--- src/rtl/desc_pkg.sv ---
package desc_pkg;
  localparam int NPAIR      = 7;
  localparam int DESC_WORDS = 2 * NPAIR + 2;

  typedef enum logic [3:0] {
    S_IDLE, S_REQ, S_RECV, S_SCAN, S_XFER, S_WAIT, S_NOTE, S_WB, S_HALT
  } chan_st_t;
endpackage

--- src/rtl/desc_store.sv ---
module desc_store
  import desc_pkg::*;
#(
  parameter int DW = 32,
  localparam int IW = $clog2(DESC_WORDS)
) (
  input  logic                      clk,
  input  logic                      wr_en,
  input  logic [IW-1:0]             wr_idx,
  input  logic [DW-1:0]             wr_data,
  output logic [DW-1:0]             header,
  output logic [NPAIR-1:0][DW-1:0]  lens,
  output logic [NPAIR-1:0][DW-1:0]  ptrs,
  output logic [DW-1:0]             link
);
  logic [DW-1:0] words [DESC_WORDS];

  always_ff @(posedge clk) begin
    if (wr_en) words[wr_idx] <= wr_data;
  end

  assign header = words[0];
  assign link   = words[DESC_WORDS-1];

  for (genvar i = 0; i < NPAIR; i++) begin : g_pair
    assign lens[i] = words[1 + 2*i];
    assign ptrs[i] = words[2 + 2*i];
  end
endmodule

--- src/rtl/pair_pick.sv ---
module pair_pick
  import desc_pkg::*;
#(
  parameter int DW = 32,
  localparam int PW = $clog2(NPAIR + 1)
) (
  input  logic [NPAIR-1:0][DW-1:0] lens,
  input  logic [PW-1:0]            from,
  output logic                     found,
  output logic [PW-1:0]            sel
);
  logic [NPAIR-1:0] cand;

  for (genvar i = 0; i < NPAIR; i++) begin : g_cand
    assign cand[i] = (lens[i] != '0) && (PW'(i) >= from);
  end

  always_comb begin
    found = |cand;
    sel   = '0;
    for (int i = NPAIR - 1; i >= 0; i--) begin
      if (cand[i]) sel = PW'(i);
    end
  end
endmodule

--- src/rtl/desc_chan.sv ---
module desc_chan
  import desc_pkg::*;
#(
  parameter int AW       = 32,
  parameter int DW       = 32,
  parameter int MODE_W   = 8,
  parameter int DONE_BIT = 31,
  localparam int PW      = $clog2(NPAIR + 1),
  localparam int IW      = $clog2(DESC_WORDS)
) (
  input  logic              clk,
  input  logic              rst_n,
  input  logic              ptr_wr,
  input  logic [AW-1:0]     ptr_addr,
  input  logic              cfg_chain_only,
  input  logic              cfg_writeback,
  output logic              rd_req_valid,
  input  logic              rd_req_ready,
  output logic [AW-1:0]     rd_req_addr,
  input  logic              rd_rsp_valid,
  output logic              rd_rsp_ready,
  input  logic [DW-1:0]     rd_rsp_data,
  input  logic              rd_rsp_err,
  output logic              xfer_valid,
  input  logic              xfer_ready,
  output logic [MODE_W-1:0] xfer_mode,
  output logic [PW-1:0]     xfer_slot,
  output logic [DW-1:0]     xfer_len,
  output logic [AW-1:0]     xfer_ptr,
  input  logic              xfer_done,
  output logic              wb_valid,
  input  logic              wb_ready,
  output logic [AW-1:0]     wb_addr,
  output logic [DW-1:0]     wb_data,
  output logic              irq,
  output logic              busy,
  output logic              halted,
  output logic              stat_err,
  output logic [AW-1:0]     stat_err_addr,
  output logic              stat_ign
);
  chan_st_t                state;
  logic [AW-1:0]           base;
  logic [IW-1:0]           widx;
  logic [PW-1:0]           pidx;
  logic [PW-1:0]           cur;

  logic [DW-1:0]           hdr;
  logic [NPAIR-1:0][DW-1:0] lens;
  logic [NPAIR-1:0][DW-1:0] ptrs;
  logic [DW-1:0]           link;
  logic                    found;
  logic [PW-1:0]           pick;
  logic                    store_wr;
  logic                    last_desc;
  logic                    report;

  desc_store #(.DW(DW)) u_store (
    .clk     (clk),
    .wr_en   (store_wr),
    .wr_idx  (widx),
    .wr_data (rd_rsp_data),
    .header  (hdr),
    .lens    (lens),
    .ptrs    (ptrs),
    .link    (link)
  );

  pair_pick #(.DW(DW)) u_pick (
    .lens  (lens),
    .from  (pidx),
    .found (found),
    .sel   (pick)
  );

  assign store_wr  = (state == S_RECV) && rd_rsp_valid && !rd_rsp_err;
  assign last_desc = (link == '0);
  assign report    = !cfg_chain_only || last_desc;

  assign busy   = (state != S_IDLE) && (state != S_HALT);
  assign halted = (state == S_HALT);

  always_ff @(posedge clk) begin
    if (!rst_n) begin
      state         <= S_IDLE;
      base          <= '0;
      widx          <= '0;
      pidx          <= '0;
      cur           <= '0;
      stat_err      <= 1'b0;
      stat_err_addr <= '0;
      stat_ign      <= 1'b0;
    end else begin
      if (ptr_wr) begin
        if (busy) begin
          stat_ign <= 1'b1;
        end else begin
          stat_ign <= 1'b0;
          stat_err <= 1'b0;
          base     <= ptr_addr;
          state    <= S_REQ;
        end
      end
      case (state)
        S_REQ: if (rd_req_ready) begin
          widx  <= '0;
          state <= S_RECV;
        end
        S_RECV: if (rd_rsp_valid) begin
          if (rd_rsp_err) begin
            stat_err      <= 1'b1;
            stat_err_addr <= base;
            state         <= S_HALT;
          end else begin
            widx <= widx + 1'b1;
            if (widx == IW'(DESC_WORDS - 1)) begin
              pidx  <= '0;
              state <= S_SCAN;
            end
          end
        end
        S_SCAN: begin
          if (found) begin
            cur   <= pick;
            state <= S_XFER;
          end else begin
            state <= S_NOTE;
          end
        end
        S_XFER: if (xfer_ready) state <= S_WAIT;
        S_WAIT: if (xfer_done) begin
          pidx  <= cur + 1'b1;
          state <= S_SCAN;
        end
        S_NOTE, S_WB: begin
          if (state == S_NOTE && report && cfg_writeback) begin
            state <= S_WB;
          end else if (state == S_NOTE || wb_ready) begin
            if (last_desc) begin
              state <= S_IDLE;
            end else begin
              base  <= link[AW-1:0];
              state <= S_REQ;
            end
          end
        end
        default: ;
      endcase
    end
  end

  assign rd_req_valid = (state == S_REQ);
  assign rd_req_addr  = base;
  assign rd_rsp_ready = (state == S_RECV);

  assign xfer_valid = (state == S_XFER);
  assign xfer_mode  = hdr[MODE_W-1:0];
  assign xfer_slot  = cur;
  assign xfer_len   = lens[cur];
  assign xfer_ptr   = ptrs[cur][AW-1:0];

  assign wb_valid = (state == S_WB);
  assign wb_addr  = base;
  assign wb_data  = hdr | (DW'(1) << DONE_BIT);

  assign irq = (state == S_NOTE) && report && !cfg_writeback;
endmodule

--- config.mk ---
export PLATFORM = sky130hd
export DESIGN_NAME = desc_chan
export DESIGN_NICKNAME = d
export VERILOG_FILES = /design/src/rtl/desc_pkg.sv /design/src/rtl/desc_store.sv /design/src/rtl/pair_pick.sv /design/src/rtl/desc_chan.sv
export SDC_FILE = /design/constraint.sdc
export NUM_CORES = 1
export LEC_CHECK = 0
export BUFFER_PORTS_ARGS = -buffer_cell sky130_fd_sc_hd__buf_2
export CORE_MARGIN = 3
export CORE_UTILIZATION = 40
export DETAILED_ROUTE_END_ITERATION = 6
export GPL_ROUTABILITY_DRIVEN = 0
export GPL_TIMING_DRIVEN = 0
export SLEW_MARGIN = 30
export SYNTH_ARGS = -nofsm -noshare
export SYNTH_HDL_FRONTEND = slang
export SYNTH_SLANG_ARGS = --single-unit
export TNS_END_PERCENT = 5
--- constraint.sdc ---
create_clock -name clk -period 6.12 [get_ports clk]
set_input_delay 0 -clock clk [delete_from_list [all_inputs] [get_ports clk]]
set_output_delay 0 -clock clk [all_outputs]
set_load 0.005 [all_outputs]
==> metrics.md <==
| Metric | Value |
|---|---|
| Status | completed |
| Fin. max-slew vios | 0 |
| Crit-path cells | clkbuf_1 > buf_2 > clkbuf_1 > buf_1 > nor2_1 > a21oi_1 > a21oi_1 > buf_2 |
| RSZ-0062 raised after global routing | no |
| Max transition margin | 37.63% |
| Setup tns final | 0 ns |
| Post-synth EDFFs | 511 |
| DRC violations left | 0 |
| Main flop type after synthesis | edfxtp_1 |
| Pwr Density | 319.3 mW/mm^2 |
| Diodes inserted | 0 |
| Final worst path period share | 62.35% |
| Num CTS Buffers | 61 |
| Max Fanout on Critical Path | 10 |
| CP top delay family | buffers and inverters |
| Die Y-Extent | 247 um |
| Die W | 247 um |
| Final hold violation count | 0 |
| Initial antenna violation count | 0 |
| Warnings from Yosys | 0 |
| Worst VDD drop | 226.0 uV |
| Total Die Area | 0.06101 mm^2 |
| Layout Nets | 2,097 |
| Clock Tree Buf Depth | 3 |
| Netlist Area Pre-Place | 0.02323 mm^2 |
| Num ports | 287 |
| # setup viols final | 0 |
| CP max stage cell | clkbuf_1 |
| Slowest stage delay, CP | 0.68 ns |
| Final worst slack | 2.304 ns |
| Syn Area/Cell | 14.94 um^2 |
| Critical path capture point type | primary output |
| Worst path depth | 8 |
| Clock slew at reported path FFs | 0.07 ns |
| Root Buffer | clkbuf_16 |
| Worst Hold Class | in2reg |
| Worst Hold Depth | 6 |
| Sequential area share after synthesis | 72.94% |
| Later-pin clock latency in the skew report | 0.63 ns |
| Buf+Inv Stages, Crit Path | 5 |
| Cell Rows | 87 |
| Postcts setup bufs | 0 |
| Leakage | 10.07 nW |
| Async set-reset flop share out of synthesis | 0% |
| Min Hold Slack | 0.05319 ns |
| Core Region | 0.05693 mm^2 |
| Vias in the first global route | 15.35k |
| Worst path arrival time | 3.82 ns |
| Startpoint Class | flop |
| Initial Util | 40.81% |
| Total gr overflow | 0 |
| Post-synthesis cell type count | 48 |
| Max_cap viols | 0 |
| R2R depth | 8 |
| Setup CP Type | reg2out |
| FILL cells | 4,899 |
| Data required, critical path | 6.12 ns |
| Final setup skew | 0.02537 ns |
| Synth Instances | 1,555 |
| Total power | 9.282 mW |
| Share of layout cells above drive strength 1 | 27.94% |
| Hold buffers post-CTS | 82 |
| Post-CTS Resized | 0 |
| CTS tree | yes |
| Most frequent cells in the layout | 511 x edfxtp_1, 314 x buf_2, 177 x nor2_1, 170 x a21oi_1, 148 x nand2_1 |
| Yosys reg bits | 591 |
| ANT nets after route | 0 |
| DRT iter0 DRCs | 1,168 |
| First-pass GRT wire length | 95,340 um |
| Most common cell after layout, fill and taps aside | edfxtp_1 |
| Worst slew pin tran | 0.9355 ns |
| Yosys top cell area share | 66.05% |
| # clock sinks | 591 |
| Vias | 15.05k |
| Avg WL per Cell | 22.93 um |
| I/O Buffers | 285 |
| Synth area leader | edfxtp_1 |
| Minimum clock period | 3.816 ns |
| Area Growth Syn to Fin | 25.11% |
| Place WS | 2.997 ns |
| Gr usage total | 20.94% |
| CTS H-tree depth | 2 |
| Fin util | 51.05% |
| Top post-synthesis cells by area | edfxtp_1 66%, dfxtp_1 6.9%, mux4_2 6.2% |
| Routed WL | 64,790 um |
| Mapped Nets | 1,635 |
| DRT Pass-1 Iters | 5 |
| Largest net degree at the start of global routing | 36 |
| Hpwl dp | 46,290 um |
| Post-DR vias/cell | 5.327 |
| Highest clock rate | 262.1 MHz |
## metal layers
layer	track usage, %	up-vias	wire length, um
li1	-	6843	-
met1	27.13	7500	26650
met2	36.01	591	31890
met3	3.481	115	4339
met4	6.699	0	1908
met5	0	-	0
## worst reg2reg max path: cells and delay by family (launching register included)
family | cells | cell delay [ns]
flops | 1 | 0.36
simple gates | 4 | 1.67
buf+inv | 4 | 0.79
## layout make-up
type	instances	area, um^2	area share [%]
plain buffers	128	685.7	2.359
clock buffers	68	1595	5.489
clock inverters	47	466.7	1.606
inverters	10	37.54	0.1291
multi-input cells	826	5665	19.49
flip-flops and latches	591	16950	58.30
well taps	756	945.9	3.254
repair buffers	399	2723	9.367
## stage by stage
stage               instance area [um^2]  instances
global placement                   25600       2596
detailed placement                 26180       2628
finish                             29070       2825
global route                       29070       2825
floorplan                          23230       1555
CTS                                29070       2825
## report_power, final
group          internal [mW]  switching, mW  total (mW)
Sequential              4.44         0.0736        4.51
Clock                   2.22           1.59        3.80
Combinational          0.412          0.558       0.970
## final timing paths
| path | startpoint | to | slack [ns] |
|---|---|---|---|
| worst max-delay path | xfer_slot[0] | xfer_ptr[0] | 2.30 |
| worst min-delay path | wb_ready | state[0] | 0.05 |
| worst max register to register | state[3] | u_store.words[0][18] | 3.01 |
| worst min register to register | stat_err_addr[21] | stat_err_addr[21] | 0.45 |
## synthesized netlist by cell type, types with 3 or more instances
master,number
a21oi_1,170
a311oi_1,32
and2_1,4
buf_1,10
buf_2,29
buf_4,45
clkbuf_1,44
dfxtp_1,80
edfxtp_1,511
ha_1,5
inv_1,9
mux2i_1,64
mux4_2,64
nand2_1,148
nand2b_1,5
nand3_1,4
nand4_1,18
nor2_1,188
nor3_1,7
nor4_1,65
nor4b_1,4
o21ai_0,13
o221a_2,3
o22ai_1,4
## kinds of logic (layout without fill, tap and decap cells)
logic type                 Yosys count  after routing  share of synthesized area (%)
DFF                                591            591                          72.94
and+or+nand+nor                    454            454                          8.730
AOI/OAI and AO/OA                  235            235                          5.854
buffers and inverters              138            652                          3.113
muxes                              128            128                          8.962
adders and majority gates            5              5                         0.2693
xor gates and xnor gates             3              3                         0.1131
other                                1              1                        0.01614
## registers in the layout, summed over array words and instances (netlist names)
signal / count
pidx: 3
rd_req_addr: 32
stat_err: 1
stat_err_addr: 32
stat_ign: 1
state: 4
u_store.words: 511
widx: 4
xfer_slot: 3
(Power assumes the default switching activity.)
